===== config.mk =====
export PLATFORM = sky130hd
export DESIGN_NAME = vr_slice_ctrl
export DESIGN_NICKNAME = d
export VERILOG_FILES = /design/src/rtl/vr_pkg.sv /design/src/rtl/vr_way_match.sv /design/src/rtl/vr_way_pick.sv /design/src/rtl/vr_miss_ctrl.sv /design/src/rtl/vr_slice_ctrl.sv
export SDC_FILE = /design/constraint.sdc
export NUM_CORES = 1
export LEC_CHECK = 0
export ABC_AREA = 1
export BUFFER_PORTS_ARGS = -buffer_cell sky130_fd_sc_hd__buf_2
export CAP_MARGIN = 40
export CORE_MARGIN = 2
export CORE_UTILIZATION = 60
export CTS_BUF_LIST = sky130_fd_sc_hd__clkbuf_4 sky130_fd_sc_hd__clkbuf_8
export DETAILED_ROUTE_END_ITERATION = 7
export GPL_TIMING_DRIVEN = 0
export PLACE_DENSITY_LB_ADDON = 0.25
export SLEW_MARGIN = 20
export SYNTH_ARGS = -nofsm -noshare
export SYNTH_HDL_FRONTEND = slang
export SYNTH_SLANG_ARGS = --single-unit

===== constraint.sdc =====
create_clock -name clk -period 2.9 [get_ports clk]
set_input_delay 0.58 -clock clk [delete_from_list [all_inputs] [get_ports clk]]
set_output_delay 0.58 -clock clk [all_outputs]
set_load 0.05 [all_outputs]

===== src/rtl/vr_pkg.sv =====
package vr_pkg;
  typedef enum logic {
    MS_IDLE = 1'b0,
    MS_WAIT = 1'b1
  } miss_st_e;
endpackage


===== src/rtl/vr_way_match.sv =====
module vr_way_match #(
  parameter int WAYS  = 2,
  parameter int TAG_W = 10
) (
  input  logic [WAYS-1:0]       valid,
  input  logic [WAYS*TAG_W-1:0] tags,
  input  logic [TAG_W-1:0]      key,
  output logic                  hit,
  output logic [WAYS-1:0]       hit_vec
);
  for (genvar w = 0; w < WAYS; w++) begin : g_way
    assign hit_vec[w] = valid[w] && (tags[w*TAG_W +: TAG_W] == key);
  end
  assign hit = |hit_vec;
endmodule


===== src/rtl/vr_way_pick.sv =====
module vr_way_pick #(
  parameter int WAYS = 2
) (
  input  logic [WAYS-1:0] valid,
  input  logic [WAYS-1:0] repl,
  input  logic            allow_repl,
  output logic            found,
  output logic [WAYS-1:0] pick
);
  always_comb begin
    found = 1'b0;
    pick  = '0;
    for (int w = 0; w < WAYS; w++) begin
      if (!found && !valid[w]) begin
        pick[w] = 1'b1;
        found   = 1'b1;
      end
    end
    if (!found && allow_repl) begin
      for (int w = 0; w < WAYS; w++) begin
        if (!found && repl[w]) begin
          pick[w] = 1'b1;
          found   = 1'b1;
        end
      end
    end
  end
endmodule


===== src/rtl/vr_miss_ctrl.sv =====
module vr_miss_ctrl
  import vr_pkg::*;
#(
  parameter int ADDR_W = 12,
  parameter int DATA_W = 16
) (
  input  logic              clk,
  input  logic              rst_n,
  input  logic              req_valid,
  input  logic [ADDR_W-1:0] req_addr,
  input  logic              req_hit,
  input  logic [DATA_W-1:0] hit_data,
  input  logic              home_valid,
  input  logic [DATA_W-1:0] home_data,
  output logic              req_ready,
  output logic              resp_valid,
  output logic [DATA_W-1:0] resp_data,
  output logic              fwd_valid,
  output logic [ADDR_W-1:0] fwd_addr
);
  miss_st_e          st_q, st_d;
  logic              rv_d, fv_d;
  logic [DATA_W-1:0] rd_d;
  logic [ADDR_W-1:0] fa_d;

  assign req_ready = (st_q == MS_IDLE);

  always_comb begin
    st_d = st_q;
    rv_d = 1'b0;
    rd_d = resp_data;
    fv_d = 1'b0;
    fa_d = fwd_addr;
    case (st_q)
      MS_IDLE: if (req_valid) begin
        if (req_hit) begin
          rv_d = 1'b1;
          rd_d = hit_data;
        end else begin
          fv_d = 1'b1;
          fa_d = req_addr;
          st_d = MS_WAIT;
        end
      end
      MS_WAIT: if (home_valid) begin
        rv_d = 1'b1;
        rd_d = home_data;
        st_d = MS_IDLE;
      end
      default: st_d = MS_IDLE;
    endcase
  end

  always_ff @(posedge clk or negedge rst_n) begin
    if (!rst_n) begin
      st_q       <= MS_IDLE;
      resp_valid <= 1'b0;
      fwd_valid  <= 1'b0;
    end else begin
      st_q       <= st_d;
      resp_valid <= rv_d;
      fwd_valid  <= fv_d;
    end
  end

  always_ff @(posedge clk) begin
    if (rv_d) resp_data <= rd_d;
    if (fv_d) fwd_addr  <= fa_d;
  end

  a_r6_fwd_single_pulse: assert property (@(posedge clk) disable iff (!rst_n)
    fwd_valid |=> !fwd_valid);
  a_r6_busy_while_fwd: assert property (@(posedge clk) disable iff (!rst_n)
    fwd_valid |-> !req_ready);
  a_r6_resp_after_home: assert property (@(posedge clk) disable iff (!rst_n)
    (home_valid && !req_ready) |=> (resp_valid && resp_data == $past(home_data)));
  a_r9_stray_home_ignored: assert property (@(posedge clk) disable iff (!rst_n)
    (home_valid && req_ready && !req_valid) |=> !resp_valid);
endmodule


===== src/rtl/vr_slice_ctrl.sv =====
module vr_slice_ctrl #(
  parameter int ADDR_W   = 12,
  parameter int DATA_W   = 16,
  parameter int SETS     = 4,
  parameter int WAYS     = 2,
  parameter int SLICE_W  = 2,
  parameter int MY_SLICE = 0
) (
  input  logic              clk,
  input  logic              rst_n,
  input  logic              evict_valid,
  input  logic [ADDR_W-1:0] evict_addr,
  input  logic [DATA_W-1:0] evict_data,
  input  logic              req_valid,
  output logic              req_ready,
  input  logic [ADDR_W-1:0] req_addr,
  output logic              resp_valid,
  output logic [DATA_W-1:0] resp_data,
  output logic              fwd_valid,
  output logic [ADDR_W-1:0] fwd_addr,
  input  logic              home_valid,
  input  logic [DATA_W-1:0] home_data,
  input  logic              inv_valid,
  input  logic [ADDR_W-1:0] inv_addr
);
  localparam int IDX_W = $clog2(SETS);
  localparam int TAG_W = ADDR_W - IDX_W;
  localparam logic [SLICE_W-1:0] MY_ID = SLICE_W'(MY_SLICE);

  logic [SETS-1:0][WAYS-1:0] valid_q, repl_q;
  logic [TAG_W-1:0]  tag_q  [SETS][WAYS];
  logic [DATA_W-1:0] data_q [SETS][WAYS];

  logic [IDX_W-1:0] ev_set, rq_set, iv_set;
  logic [TAG_W-1:0] ev_tag, rq_tag, iv_tag;
  logic [WAYS*TAG_W-1:0] ev_tags, rq_tags, iv_tags;
  logic [WAYS-1:0] ev_hit_vec, rq_hit_vec, iv_hit_vec, pick_vec, ev_we, inv_clr;
  logic ev_hit, rq_hit, iv_hit, pick_found, ev_remote, ev_install, same_inv;
  logic [DATA_W-1:0] hit_data;

  assign ev_set = evict_addr[IDX_W-1:0];
  assign rq_set = req_addr[IDX_W-1:0];
  assign iv_set = inv_addr[IDX_W-1:0];
  assign ev_tag = evict_addr[ADDR_W-1:IDX_W];
  assign rq_tag = req_addr[ADDR_W-1:IDX_W];
  assign iv_tag = inv_addr[ADDR_W-1:IDX_W];

  for (genvar w = 0; w < WAYS; w++) begin : g_flat
    assign ev_tags[w*TAG_W +: TAG_W] = tag_q[ev_set][w];
    assign rq_tags[w*TAG_W +: TAG_W] = tag_q[rq_set][w];
    assign iv_tags[w*TAG_W +: TAG_W] = tag_q[iv_set][w];
  end

  vr_way_match #(.WAYS(WAYS), .TAG_W(TAG_W)) i_ev_match (
    .valid(valid_q[ev_set]), .tags(ev_tags), .key(ev_tag), .hit(ev_hit), .hit_vec(ev_hit_vec));
  vr_way_match #(.WAYS(WAYS), .TAG_W(TAG_W)) i_rq_match (
    .valid(valid_q[rq_set]), .tags(rq_tags), .key(rq_tag), .hit(rq_hit), .hit_vec(rq_hit_vec));
  vr_way_match #(.WAYS(WAYS), .TAG_W(TAG_W)) i_iv_match (
    .valid(valid_q[iv_set]), .tags(iv_tags), .key(iv_tag), .hit(iv_hit), .hit_vec(iv_hit_vec));

  assign ev_remote = (evict_addr[IDX_W +: SLICE_W] != MY_ID);

  vr_way_pick #(.WAYS(WAYS)) i_pick (
    .valid(valid_q[ev_set]), .repl(repl_q[ev_set]), .allow_repl(!ev_remote),
    .found(pick_found), .pick(pick_vec));

  always_comb begin
    same_inv   = inv_valid && (inv_addr == evict_addr);
    ev_install = evict_valid && !ev_hit;
    ev_we      = '0;
    if (evict_valid) begin
      if (ev_hit)                                  ev_we = ev_hit_vec;
      else if (pick_found && !(ev_remote && same_inv)) ev_we = pick_vec;
    end
    inv_clr  = (inv_valid && iv_hit) ? (iv_hit_vec & repl_q[iv_set]) : '0;
    hit_data = '0;
    for (int w = 0; w < WAYS; w++)
      if (rq_hit_vec[w]) hit_data = hit_data | data_q[rq_set][w];
  end

  always_ff @(posedge clk or negedge rst_n) begin
    if (!rst_n) begin
      valid_q <= '0;
      repl_q  <= '0;
    end else begin
      for (int w = 0; w < WAYS; w++) begin
        if (ev_we[w]) begin
          valid_q[ev_set][w] <= 1'b1;
          if (ev_install) repl_q[ev_set][w] <= ev_remote;
        end
        if (inv_clr[w]) valid_q[iv_set][w] <= 1'b0;
      end
    end
  end

  always_ff @(posedge clk) begin
    for (int w = 0; w < WAYS; w++) begin
      if (ev_we[w]) begin
        tag_q[ev_set][w]  <= ev_tag;
        data_q[ev_set][w] <= evict_data;
      end
    end
  end

  vr_miss_ctrl #(.ADDR_W(ADDR_W), .DATA_W(DATA_W)) i_miss (
    .clk(clk), .rst_n(rst_n), .req_valid(req_valid), .req_addr(req_addr),
    .req_hit(rq_hit), .hit_data(hit_data), .home_valid(home_valid), .home_data(home_data),
    .req_ready(req_ready), .resp_valid(resp_valid), .resp_data(resp_data),
    .fwd_valid(fwd_valid), .fwd_addr(fwd_addr));

  a_r3_replica_takes_free_way: assert property (@(posedge clk) disable iff (!rst_n)
    (ev_install && ev_remote && |ev_we) |-> ((ev_we & valid_q[ev_set]) == '0));
  a_r4_home_spares_home: assert property (@(posedge clk) disable iff (!rst_n)
    (ev_install && !ev_remote && |ev_we) |-> ((ev_we & valid_q[ev_set] & ~repl_q[ev_set]) == '0));
  a_r7_inv_clears: assert property (@(posedge clk) disable iff (!rst_n)
    (|inv_clr) |=> ((valid_q[$past(iv_set)] & $past(inv_clr)) == '0));
  a_r5_single_copy: assert property (@(posedge clk) disable iff (!rst_n)
    req_valid |-> $onehot0(rq_hit_vec));
endmodule


### Word-level counts from Yosys, hierarchy flattened

Memories as Yosys holds them, arrays and structs flattened.
Index checks and enable logic that the tools add are counted.

| word-level totals | value |
|---|---|
| memories kept | 2 |
| input bits | 74 |
| register bits after elaboration | 47 |
| output and inout port bits | 31 |
| RAM bits | 208 |
| word-level logic and storage cells | 130 |

| cells by class | value |
|---|---|
| multiplexer cells | 61 |
| bitwise gates (word level) | 10 |
| reductions and logical operators | 29 |
| equal/unequal tests | 10 |
| magnitude comparators | 5 |

Memory list:

| name | words | bits a word | rd ports | clocked after Yosys merged registers in | wr ports | line | source |
|---|---|---|---|---|---|---|---|
| data_q | 4 | 32 | 1 | 0 | 1 | vr_slice_ctrl.sv:32 | `logic [DATA_W-1:0] data_q [SETS][WAYS];` |
| tag_q | 4 | 20 | 3 | 0 | 1 | vr_slice_ctrl.sv:31 | `logic [TAG_W-1:0] tag_q [SETS][WAYS];` |

Operators by type and width:

| cell | number |
|---|---|
| 2-to-1 mux 16 bit | 5 |
| 2-to-1 mux 8 bit | 8 |
| equality test 10 bit | 6 |
| case mux 16 bit (2 select lines) | 1 |
| 2-to-1 mux 2 bit | 12 |
| 2-to-1 mux 1 bit | 22 |
| binary-select mux 2 bit (select 2 bit) | 5 |
| logical AND 1 bit | 17 |
| bitwise AND 8 bit | 2 |
| bitwise mux 8 bit | 2 |
| demux 2 bit (select 2 bit) | 4 |
| NOT 8 bit | 2 |
| OR 16 bit | 1 |
| OR 8 bit | 2 |
| equality test 12 bit | 1 |
| less-than comparator 2 x 3 -> 1 bit (second input constant) | 3 |
| AND reduction 4 bit | 2 |
| logical NOT 1 bit | 6 |
| OR reduction 2 bit | 3 |
| >= comparator 2 x 1 -> 1 bit (second input constant) | 2 |
| != test 2 bit (second input constant) | 2 |
| case mux 1 bit (2 select lines) | 2 |
| bitwise AND 2 bit | 1 |
| != test 2 x 1 -> 1 bit (second input constant) | 1 |
| other kinds (2) | 3 |

### Longest topological paths before layout

Gate-level depths: netlist of run 1.

| logic depth | value |
|---|---|
| depth in word-level cells | 24 |
| depth in mapped cells | 18 |
| depth with buffers taken out | 17 |

### Cells and area by module

Synthesis of run 1 repeated with hierarchy kept, for this count alone.

| second synthesis, totals | value |
|---|---|
| cells, all modules | 1,275 |
| area, all modules | 12,374.4 um^2 |

Modules (own cells, without submodules):

| module | times used | seq. area each (um^2) | cells an instance | area each (um^2) |
|---|---|---|---|---|
| vr_slice_ctrl | 1 | 6,646.4 | 874 | 9,953.3 |
| vr_way_match | 3 | 0.0 | 100 | 399.1 |
| vr_miss_ctrl | 1 | 915.9 | 93 | 1,183.6 |
| vr_way_pick | 1 | 0.0 | 8 | 40.0 |

### Worst setup path after synthesis of run 1

No wires, ideal clock.

| timing | value |
|---|---|
| kind | in2reg |
| start point | input port evict_addr[0] |
| end point | memory data_q[0][0] (netlist name) (enable) |
| stages on the path | 14 |
| arrival time | 2.365 ns |
| setup slack | 0.154 ns |
| data required time | 2.519 ns |
| cell sequence | buf_4 -> nand2_1 -> inv_2 -> nand2_1 -> nand2_1 -> nor2_1 -> inv_2 -> nand2_1 -> nand2_1 -> nor2_2 -> nand3_1 -> nand2_2 -> nand2_1 -> inv_1 |

| on the way | value |
|---|---|
| longest elaborated chain between the ends | 19 |
| elaborated cells on any way between the ends | 36 |
| those cells by class | 3 x eq/ne; 18 x mux; 14 x reduce/logical; 1 x memory |

Ends and longest elaborated chain:

| what | line | source |
|---|---|---|
| start: declaration | vr_slice_ctrl.sv:12 | `input logic [ADDR_W-1:0] evict_addr,` |
| binary-select mux 2 bit (select 2 bit) | vr_slice_ctrl.sv:55, vr_slice_ctrl.sv:64 |  |
| 2-to-1 mux 2 bit (not written as such) | vr_slice_ctrl.sv:55, vr_slice_ctrl.sv:64 |  |
| logical NOT 1 bit | vr_way_pick.sv:14 | `if (!found && !valid[w]) begin` |
| logical AND 1 bit | vr_way_pick.sv:14 |  |
| 2-to-1 mux 1 bit | vr_way_pick.sv:14 |  |
| logical NOT 1 bit | vr_way_pick.sv:19, vr_way_pick.sv:21 |  |
| logical AND 1 bit | vr_way_pick.sv:21 | `if (!found && repl[w]) begin` |
| 2-to-1 mux 1 bit | vr_way_pick.sv:21 |  |
| [... 3 more ...] | -- |  |
| 2-to-1 mux 1 bit | vr_way_pick.sv:21 |  |
| 2-to-1 mux 1 bit | vr_way_pick.sv:19 | `if (!found && allow_repl) begin` |
| logical AND 1 bit | vr_slice_ctrl.sv:73 | `else if (pick_found && !(ev_remote && same_inv)) ev_we = pick_vec;` |
| 2-to-1 mux 2 bit | vr_slice_ctrl.sv:73 |  |
| 2-to-1 mux 2 bit | vr_slice_ctrl.sv:72 | `if (ev_hit) ev_we = ev_hit_vec;` |
| 2-to-1 mux 2 bit | vr_slice_ctrl.sv:71 | `if (evict_valid) begin` |
| 2-to-1 mux 1 bit | vr_slice_ctrl.sv:98 | `if (ev_we[w]) begin` |
| 2-to-1 mux 1 bit (not written as such) | vr_slice_ctrl.sv:100 | `data_q[ev_set][w] <= evict_data;` |
| end: declaration | vr_slice_ctrl.sv:32 |  |

Parallel ways exist; a longest one is shown, timed or not. The select of a mux whose other input is x is not followed.

### Worst setup path after layout of run 1

| timing | value |
|---|---|
| start point | input port evict_addr[0] |
| end point | memory data_q[3][3] (netlist name) (enable) |

The elaborated chain is that of the path after synthesis.

==> impl_metrics.py, run 1 <==
metrics = {
    "synthesis": {
        "synth_top_family_by_area": "simple AND/OR/NAND/NOR gates",
        "synth_compound_area_share_pct": 8.31,
        "ys_warn_count": 0,
        "seq_area_frac_synth_pct": 59.9,
        "synth_fa_ha_area_share_pct": 0,
        "ys_types": 31,
        "synth_nets": 1449,
        "yosys.area_share.simple_pct": 25.0,
        "synthCells": 1375,
        "synthMuxAreaShare_pct": 0,
        "post_synth_instance_area_um2": 12600,
        "synth_xor_xnor_area_share_pct": 2.01,
        "ys_ff_latch": 255,
        "syn_avg_cell_area_um2": 9.18,
    },
    "clock_network": {
        "cts_buffers": 42,
        "htree_levels": 2,
        "clock_latency_ns": 0.55,
        "path_clk_slew_ns": 0.07,
        "tritoncts": "yes",
        "root_buffer": "clkbuf_8",
        "clkSinkCount": 255,
        "cts_max_path_buffers": 3,
    },
    "cells_and_area": {
        "mostFrequentLayoutCells": "nand2_1 (469), edfxtp_1 (236), nand3_1 (128)",
        "ff_latch_area_um2": 7560,
        "multiInputGateArea_um2": 4480,
        "final_common_cell": "nand2_1",
        "drive_gt1_share_pct": 16.8,
        "fill_cells": 1645,
        "area_delta_synth_final_pct": 14.9,
        "diodes": 0,
        "fin_util_pct": 69.7,
        "nNetsFinal": 1604,
    },
    "timing": {
        "tightest_slew_ns": 0.881,
        "rsz0062_at_grt": "false",
        "fin_ws_ns": 0.0193,
        "fin_worst_skew_ns": 0.0276,
        "slew_viol_final": 0,
        "fmaxAchievable_ghz": 0.347,
        "min_period_ns": 2.88,
        "min_period_over_period_pct": 99.3,
        "finalSetupViolCount": 0,
        "hold_violations": 7,
        "setup_tns_ns": 0,
        "slew-limit-headroom_pct": 41.3,
        "hold_ws_ns": -0.00491,
    },
    "detailed_routing": {
        "routedWlPerCell_um": 22.2,
        "vias_per_cell": 6.09,
        "final_antenna_net_count": 0,
        "vias": 11200,
        "dr.pass1.iters": 5,
        "drtIter0Drc": 1708,
        "drc": 0,
        "totalWireLength_um": 40700,
    },
    "setup_path": {
        "path_class": "input port to flop",
        "worstPathArrival_ns": 3.11,
        "slowest_stage": "nor2_1",
        "cpPeakStageDelay_ns": 0.36,
        "crit_fanout": 21,
        "cp.required_ns": 3.13,
        "cp-start-kind": "input port",
        "path_delay_family": "simple AND/OR/NAND/NOR gates",
        "crit_top_cell": "nand2_1",
        "worstPathCellList": "buf_2 > buf_4 > nand2_1 > inv_2 > nand2_1 > nand2_1 > nor2_1 > inv_2 > nand2_1 > nand2_1 > nor2_2 > nand3_1 > nand2_2 > nand2_1 > inv_2 > buf_12",
        "cp_num_buf_inv": 6,
        "endpoint_kind": "flop",
    },
    "power": {
        "power.share.clock_pct": 36.8,
        "combPwrFrac_pct": 14.9,
        "switching_share_pct": 28.1,
        "p_per_area_nw_per_um2": 601,
        "irDropWorstVdd_mv": 0.509,
        "p_leak_nw": 6.06,
        "seq_power_share_pct": 48.3,
        "total_power_mw": 8.73,
        "netSwitchingPower_mw": 2.46,
        "intPower_mw": 6.27,
    },
    "global_route": {
        "grt-ovfl-total": 0,
        "grt_max_degree": 27,
        "grt_use_total_pct": 36.7,
        "grt_pass1_wl_um": 59900,
        "antenna_found_initial": 0,
        "grt_pass1_vias": 10500,
    },
    "floorplan": {
        "die_h_um": 149,
        "num_io_pins": 105,
        "dieArea_um2": 22200,
        "floorplan.initialDensity_pct": 60.6,
        "core_area_um2": 20800,
        "rows": 53,
        "die_x_um": 149,
    },
    "placed_design": {
        "dpl.hpwl_um": 27400,
        "gp_congestion": 1.07,
        "place_ws_ns": -0.896,
        "numPortBuffers": 104,
    },
    "run": {
        "max_cap_viol_count": 0,
    },
    "status": {
        "violations": "hold timing",
        "status": "finished with violations",
    },
    "hold_path": {
        "min-delay-path-class": "input port to asynchronous set/reset pin",
    },
}
-- state kept, by name, indices dropped and copies added, names as in the netlist --
signal / count
i_miss.fwd_addr: 12
valid_q: 8
i_miss.resp_data: 16
i_miss.fwd_valid: 1
repl_q: 8
i_miss.st_q: 1
i_miss.resp_valid: 1
tag_q: 80
data_q: 128
-- repair_timing --
| item | in CTS | in global routing |
|---|---|---|
| gates resized for setup | 12 | 15 |
| cloned | 0 | 0 |
| hold buffers | 0 | 0 |
| pin swaps | 0 | 1 |
| setup endpoints to repair | 201 | 224 |
| buffers inserted | 0 | 5 |
-- cells in the mapped netlist --
cell	n	area share (%)
nor2_4	1	0.089
buf_4	7	0.42
or2_2	21	1.0
dfrtp_1	19	3.8
nand3_1	128	5.1
nor3_1	1	0.040
o22ai_1	35	1.7
a221oi_1	1	0.069
o21ai_1	8	0.32
nand2_1	469	14
a22oi_1	25	1.5
nor2_2	5	0.25
inv_1	73	2.2
nor3_2	1	0.079
a211oi_1	1	0.059
inv_2	8	0.24
xor2_1	20	1.4
nand2_2	1	0.050
buf_1	3	0.089
a21oi_1	22	0.87
a21o_1	1	0.059
buf_6	3	0.27
nand4_1	17	0.84
xnor2_1	9	0.62
buf_2	17	0.67
nor2_1	121	3.6
o2111ai_1	1	0.069
clkbuf_1	31	0.92
o21ai_0	86	3.4
edfxtp_1	236	56
o211ai_1	4	0.24
-- cells by family after synthesis --
group	count (synthesis)
compound gates	184
xor+xnor	29
buf+inv	142
flops	255
simple gates	765
-- final timing paths --
kind,from,end,slack [ns],cells after the start
max in group asynchronous,rst_n,i_miss.st_q,2.54,1
min in group clk,req_addr[1],i_miss.fwd_addr[1],0.25,1
worst max-delay path,evict_addr[0],data_q[3][3],0.02,16
worst min register to register,repl_q[1],repl_q[1],0.51,2
worst max register to register,valid_q[7],data_q[3][3],0.30,12
worst min-delay path,rst_n,repl_q[2],-0.005,1
-- layout make-up --
class | instances | share of cell area (%)
multi-input cells | 978 | 30.9
plain buffers | 61 | 2.12
repair buffers | 111 | 4.35
flip-flops and latches | 255 | 52.1
inverters | 81 | 2.32
well taps | 275 | 2.37
clock inverters | 19 | 1.05
clock buffers | 57 | 4.80
-- per-stage QoR --
step	instances	hold WS, ns	area, um2
2_1_floorplan	1375	0.284	12600
3_3_place_gp	1754	0.479	13500
3_5_place_dp	1756	0.495	13500
4_1_cts	1832	0.00429	14400
5_1_grt	1837	0.0391	14500
6_report	1837	-0.00491	14500
-- power groups by stage --
| stage | registers (mW) | clock network (mW) | logic (mW) |
|---|---|---|---|
| 2_1_floorplan | 4.44 | 0 | 0.615 |
| 3_3_place_gp | 4.29 | 0 | 1.19 |
| 3_5_place_dp | 4.29 | 0 | 1.22 |
| 4_1_cts | 4.22 | 3.22 | 1.23 |
| 5_1_grt | 4.22 | 3.38 | 1.39 |
| 6_report | 4.22 | 3.22 | 1.30 |
-- metal layers --
metal | part of all wire (%) | vias to the layer above | track usage, %
met2 | 43 | 897 | 53.5
met5 | 0 | - | 0
met4 | 4.7 | 0 | 16.6
met3 | 15 | 160 | 8.56
li1 | - | 5003 | -
met1 | 38 | 5127 | 53.0
(Power assumes the default switching activity.)
==> inputs of run 2 (changes only) <==
Settings changed: HOLD_SLACK_MARGIN set to 0.12, SYNTH_HIERARCHICAL set to 1.
==> run 2 against run 1 <==
- the flow finishes with violations (setup timing)
- synthesized cell count down 7.3%
- register-to-register slack worse by 0.19 ns
- final cell count shrank 3.7%
- critical path depth is 5 higher
- sequential cell count unchanged
- cell area grew 3.4%
- critical endpoint is now data_q[3][27]
==> impl_metrics.py, run 2 <==
metrics = {
    "status": {
        "status": "finished with violations",
        "violations": "setup timing",
    },
    "timing": {
        "slew_viol_final": 0,
        "hold_violations": 0,
        "min_period_ns": 2.92,
        "min_period_over_period_pct": 101,
        "slew-limit-headroom_pct": 55.9,
        "finalSetupViolCount": 10,
        "fin_ws_ns": -0.0174,
        "tightest_slew_ns": 0.662,
        "fin_worst_skew_ns": 0.0217,
        "fmaxAchievable_ghz": 0.343,
        "setup_tns_ns": -0.0980,
    },
    "hold_path": {
        "min-delay-path-class": "input port to flop",
    },
    "synthesis": {
        "ys_warn_count": 6,
        "seq_area_frac_synth_pct": 61.1,
        "synth_top_family_by_area": "compound AO/OA/AOI/OAI gates",
        "synth_flop_cell": "edfxtp_1",
        "synth_xor_xnor_area_share_pct": 0.142,
        "synth_most_common_cell": "nand2_1",
        "synth_compound_area_share_pct": 16.1,
        "ys_ff_latch": 255,
        "synthCells": 1275,
        "synth_commonest_cells": "nand2_1 (262), edfxtp_1 (236), inv_1 (173)",
        "synth_fa_ha_area_share_pct": 0,
        "synth_nets": 1349,
        "synthMuxAreaShare_pct": 0,
        "yosys.area_share.simple_pct": 14.5,
        "ys_types": 31,
        "synth_top_area_cell": "edfxtp_1",
        "synth_area_leaders": "edfxtp_1 (57%), nand2_1 (7.9%), inv_1 (5.2%)",
        "ys_async_sr_fraction_pct": 7.45,
        "synth_top_cell_area_share_pct": 57.3,
        "synth_edf_count": 236,
        "post_synth_instance_area_um2": 12400,
        "syn_avg_cell_area_um2": 9.71,
    },
    "floorplan": {
        "core_area_um2": 20200,
        "die_h_um": 148,
        "dieArea_um2": 21800,
        "die_x_um": 148,
        "rows": 52,
        "floorplan.initialDensity_pct": 61.2,
        "num_io_pins": 105,
    },
    "setup_path": {
        "crit_fanout": 6,
        "r2r_setup_slack_ns": 0.11,
        "cpPeakStageDelay_ns": 0.24,
        "worstPathArrival_ns": 3.23,
        "slowest_stage": "clkbuf_16",
        "cp-start-kind": "input port",
        "cp.required_ns": 3.21,
        "path_class": "input port to flop",
        "worstPathCellList": "buf_4 > inv_2 > nor2_2 > buf_6 > buf_12 > buf_4 > a22oi_1 > o221ai_2 > nand2_1 > nand3_1 > nor3_2 > nand2_1 > nand2_2 > inv_2 > nand3_1 > inv_1 > nand3_4 > nand2_8 > nand2_8 > clkinvlp_4 > clkbuf_16",
        "endpoint_kind": "flop",
    },
    "placed_design": {
        "numPortBuffers": 104,
        "dpl.hpwl_um": 23500,
        "gp_congestion": 0.934,
        "place_ws_ns": -1.33,
        "place_inst": 1649,
    },
    "cells_and_area": {
        "fill_cells": 1363,
        "largest_reg_flops": 128,
        "multiInputGateArea_um2": 4110,
        "mostFrequentLayoutCells": "nand2_1 (249), edfxtp_1 (236), inv_1 (160)",
        "ff_latch_area_um2": 7560,
        "final_common_cell": "nand2_1",
        "nNetsFinal": 1543,
        "reg.largest.list": "data_q x128, tag_q x80, i_miss/resp_data x16",
        "area_delta_synth_final_pct": 21.3,
        "fin_cells": 1769,
        "regMostFlops": "data_q",
        "drive_gt1_share_pct": 22.6,
    },
    "global_route": {
        "grt_max_degree": 20,
        "grt_use_total_pct": 35.4,
        "antenna_found_initial": 2,
        "grt_pass1_vias": 10100,
        "grt-ovfl-total": 0,
        "grt_pass1_wl_um": 57500,
    },
    "clock_network": {
        "tritoncts": "yes",
        "path_clk_slew_ns": 0.06,
        "cts_max_path_buffers": 3,
        "clock_latency_ns": 0.56,
        "htree_levels": 2,
        "root_buffer": "clkbuf_8",
        "cts_buffers": 41,
        "clkSinkCount": 255,
    },
    "power": {
        "p_per_area_nw_per_um2": 552,
        "irDropWorstVdd_mv": 0.436,
        "p_leak_nw": 6.24,
    },
    "detailed_routing": {
        "totalWireLength_um": 39600,
        "final_antenna_net_count": 0,
        "drtIter0Drc": 1931,
        "routedWlPerCell_um": 22.4,
        "vias": 11000,
        "dr.pass1.iters": 6,
        "drc": 0,
        "vias_per_cell": 6.20,
    },
    "run": {
        "max_cap_viol_count": 0,
    },
}
run 2: cell types whose count changed after synthesis, moves of 30 or more:
cell,before,now
nor2_1,121,151
nand2_1,469,262
nand3_1,128,25
o21ai_0,86,125
o221ai_1,0,46
inv_1,73,173
run 2: layer usage:
metal / vias up / global-route usage (%) / share of wire, %
li1: 4820 / - / -
met1: 4935 / 48.6 / 36
met2: 1001 / 51.5 / 42
met3: 205 / 11.4 / 16
met4: 2 / 17.1 / 5.5
met5: - / 0 / 0.018
run 2: logic make-up (layout without fill, tap and decap cells):
family	count (synthesis)	in the layout
buf+inv	251	473
xor+xnor	2	2
simple gates	455	455
flops	255	255
other cells	0	2
compound gates	312	312
run 2: critical path: cells and delay by family:
kind / cells / cell delay (ns)
simple gates: 10 / 1.14
buf+inv: 9 / 1.19
compound gates: 2 / 0.32
run 2: cell type report:
cell class	count	share of cell area, %
clock inverter	17	0.558
buffer	58	2.53
antenna	2	0.0333
sequential	255	50.4
multi-input combinational	769	27.4
timing repair inverter	8	0.400
inverter	191	5.02
timing repair buffer	145	6.98
tap	270	2.25
clock buffer	54	4.45
run 2: per-stage QoR:
stage | total power [mW] | hold WS (ns) | utilization, % | instance area, um2
floorplan | 4.92 | 0.284 | - | 12400
global placement | 5.26 | 0.478 | 65.6 | 13300
detailed placement | 5.29 | 0.491 | 65.6 | 13300
CTS | 8.20 | 0.206 | 72.0 | 14600
global route | 8.56 | 0.206 | 74.2 | 15000
finish | 8.29 | 0.223 | 74.2 | 15000
run 2: timing repair:
action,CTS,global route
endpoints found under the hold margin,19,0
pin swaps,2,11
buffers inserted,27,11
endpoints found under the setup margin,253,255
hold buffers,1,0
resized for setup,55,74
cloned,8,2
run 2: power by group:
part | switching [mW] | total (mW) | internal, mW | leakage, nW
clock | 1.41 | 2.91 | 1.50 | 0.400
sequential | 0.0495 | 4.19 | 4.14 | 2.35
combinational | 0.821 | 1.19 | 0.369 | 3.49
run 2: path summary, 6_finish.rpt:
check,from,endpoint,cells past startpoint
hold / removal,req_addr[0],i_miss/fwd_addr[0],1
setup / recovery,evict_addr[0],data_q[3][27],21
min in group asynchronous,rst_n,valid_q[2],2
setup reg to reg,valid_q[1],tag_q[3][0],15
max in group asynchronous,rst_n,repl_q[3],2
hold reg to reg,repl_q[6],repl_q[6],2
==> inputs of run 3 (changes only) <==
Settings changed: SYNTH_HIERARCHICAL 1 to unset.
==> run 3 against run 2 <==
- the flow now finishes without violations
- critical endpoint is now data_q[3][3]
- global-route usage up 1.3 points
- non-clock buffer count shrank 30
- routed wire length increased by 3.0%
- cell area fell by 3.3%
==> impl_metrics.py, run 3 (same netlist as run 1, synthesis figures left out) <==
metrics = {
    "status": {
        "status": "finished, final reports clean",
    },
    "detailed_routing": {
        "vias_per_cell": 6.11,
        "drtIter0Drc": 1694,
        "vias": 11200,
        "dr.pass1.iters": 8,
        "drc": 0,
        "routedWlPerCell_um": 22.2,
        "final_antenna_net_count": 0,
        "totalWireLength_um": 40800,
    },
    "global_route": {
        "grt_pass1_wl_um": 59900,
        "grt.busiest_layer": "met2",
        "antenna_found_initial": 0,
        "grt-ovfl-total": 0,
        "grt_max_degree": 27,
        "grt_use_total_pct": 36.7,
        "grt_pass1_vias": 10500,
        "grtUsageMet3_pct": 8.56,
        "grt_util_met2_pct": 53.5,
        "grt_use_met1_pct": 53.0,
    },
    "placed_design": {
        "gp_congestion": 1.07,
        "post_dp_cell_area_um2": 13500,
        "numPortBuffers": 104,
        "place_inst": 1756,
        "dpl.hpwl_um": 27400,
    },
    "cells_and_area": {
        "reg.largest.list": "data_q x128, tag_q x80, i_miss.resp_data x16",
        "fin_cells": 1838,
        "largest_reg_flops": 128,
        "drive_gt1_share_pct": 16.8,
        "final_common_cell": "nand2_1",
        "fin_util_pct": 69.7,
        "diodes": 0,
        "nNetsFinal": 1605,
        "regMostFlops": "data_q",
        "area_delta_synth_final_pct": 15.0,
        "mostFrequentLayoutCells": "nand2_1 (469), edfxtp_1 (236), nand3_1 (128)",
        "fin_area_um2": 14500,
    },
    "power": {
        "switching_share_pct": 28.2,
        "power.share.clock_pct": 36.9,
        "netSwitchingPower_mw": 2.47,
        "combPwrFrac_pct": 14.9,
        "total_power_mw": 8.74,
        "seq_power_share_pct": 48.2,
        "irDropWorstVdd_mv": 0.511,
        "p_per_area_nw_per_um2": 602,
        "intPower_mw": 6.27,
        "p_leak_nw": 6.06,
    },
    "timing": {
        "min_period_ns": 2.87,
        "min_period_over_period_pct": 99.1,
        "tightest_slew_ns": 0.873,
        "finalSetupViolCount": 0,
        "fin_worst_skew_ns": 0.0324,
        "setup_tns_ns": 0,
        "slew_viol_final": 0,
        "fmaxAchievable_ghz": 0.348,
        "slew-limit-headroom_pct": 41.8,
        "hold_violations": 0,
        "rsz0062_at_grt": "false",
    },
    "setup_path": {
        "path_class": "input port to flop",
        "worstPathArrival_ns": 3.11,
        "cpPeakStageDelay_ns": 0.35,
        "slowest_stage": "nor2_1",
        "cp.required_ns": 3.14,
        "cp-start-kind": "input port",
        "crit_top_cell": "nand2_1",
        "endpoint_kind": "flop",
        "crit-reg2reg-launch": "valid_q[7]",
        "path_delay_family": "simple AND/OR/NAND/NOR gates",
        "cp_num_buf_inv": 6,
        "crit_start": "evict_addr[0]",
        "worstPathCellList": "buf_2 > buf_4 > nand2_1 > inv_2 > nand2_1 > nand2_1 > nor2_1 > inv_2 > nand2_1 > nand2_1 > nor2_2 > nand3_1 > nand2_2 > nand2_1 > inv_2 > buf_12",
        "crit_fanout": 21,
    },
    "clock_network": {
        "root_buffer": "clkbuf_8",
        "path_clk_slew_ns": 0.06,
        "cts_buffers": 42,
        "tritoncts": "yes",
        "cts_max_path_buffers": 3,
        "clkSinkCount": 255,
        "htree_levels": 2,
        "clock_latency_ns": 0.56,
    },
    "floorplan": {
        "dieArea_um2": 22200,
        "rows": 53,
        "num_io_pins": 105,
        "floorplan.initialDensity_pct": 60.6,
        "die_h_um": 149,
        "die_x_um": 149,
        "core_area_um2": 20800,
    },
    "hold_path": {
        "min_from": "req_addr[1]",
        "min-delay-path-class": "input port to flop",
    },
    "run": {
        "max_cap_viol_count": 0,
    },
}
==> run 3: cell types whose count changed in the layout (fill, tap and decap cells not counted), moves of 28 or more <==
cell,delta
o221ai_1,-33
nor2_1,-28
nand2_1,+220
inv_1,-97
o21ai_0,-39
nand3_1,+104
==> run 3: power by group through the flow <==
stage / clock [mW] / combinational [mW] / sequential, mW
2_1_floorplan: 0 / 0.615 / 4.44
3_3_place_gp: 0 / 1.19 / 4.29
3_5_place_dp: 0 / 1.22 / 4.29
4_1_cts: 3.22 / 1.23 / 4.22
5_1_grt: 3.38 / 1.39 / 4.22
6_report: 3.22 / 1.30 / 4.22
==> run 3: final timing paths <==
check | end | slack [ns] | cells past startpoint
setup / recovery | data_q[3][3] | 0.03 | 16
hold / removal | i_miss.fwd_addr[1] | 0.25 | 1
setup reg to reg | data_q[3][3] | 0.31 | 12
hold reg to reg | repl_q[1] | 0.51 | 2
max in group asynchronous | i_miss.st_q | 2.00 | 2
min in group asynchronous | valid_q[6] | 0.53 | 2
==> run 3: area by class of cell <==
| cell class | instances | area, um2 |
|---|---|---|
| Sequential cell | 255 | 7560 |
| Fill cell | 1644 | 6300 |
| Multi-Input combinational cell | 978 | 4480 |
| Clock buffer | 57 | 697 |
| Timing Repair Buffer | 112 | 641 |
| Tap cell | 275 | 344 |
| Inverter | 81 | 337 |
| Buffer | 61 | 308 |
| Clock inverter | 19 | 153 |
==> run 3: stage by stage <==
stage / setup slack [ns] / hold WS [ns]
global route: 0.0105 / 0.238
floorplan: 0.154 / 0.284
CTS: 0.0190 / 0.239
finish: 0.0254 / 0.254
detailed placement: -0.896 / 0.495
global placement: -1.31 / 0.479
==> run 3: routing by layer <==
metal	routed length, um	up-vias
met5	0	-
met4	2040	0
met3	5710	170
met2	17300	901
met1	15700	5151
li1	-	5009
==> run 3: what timing repair did <==
action / 4_1_cts / 5_1_grt
hold buffers: 1 / 0
resized for setup: 12 / 15
setup endpoints to repair: 201 / 224
pin swaps: 0 / 1
hold endpoints to repair: 19 / 0
buffers inserted: 0 / 5
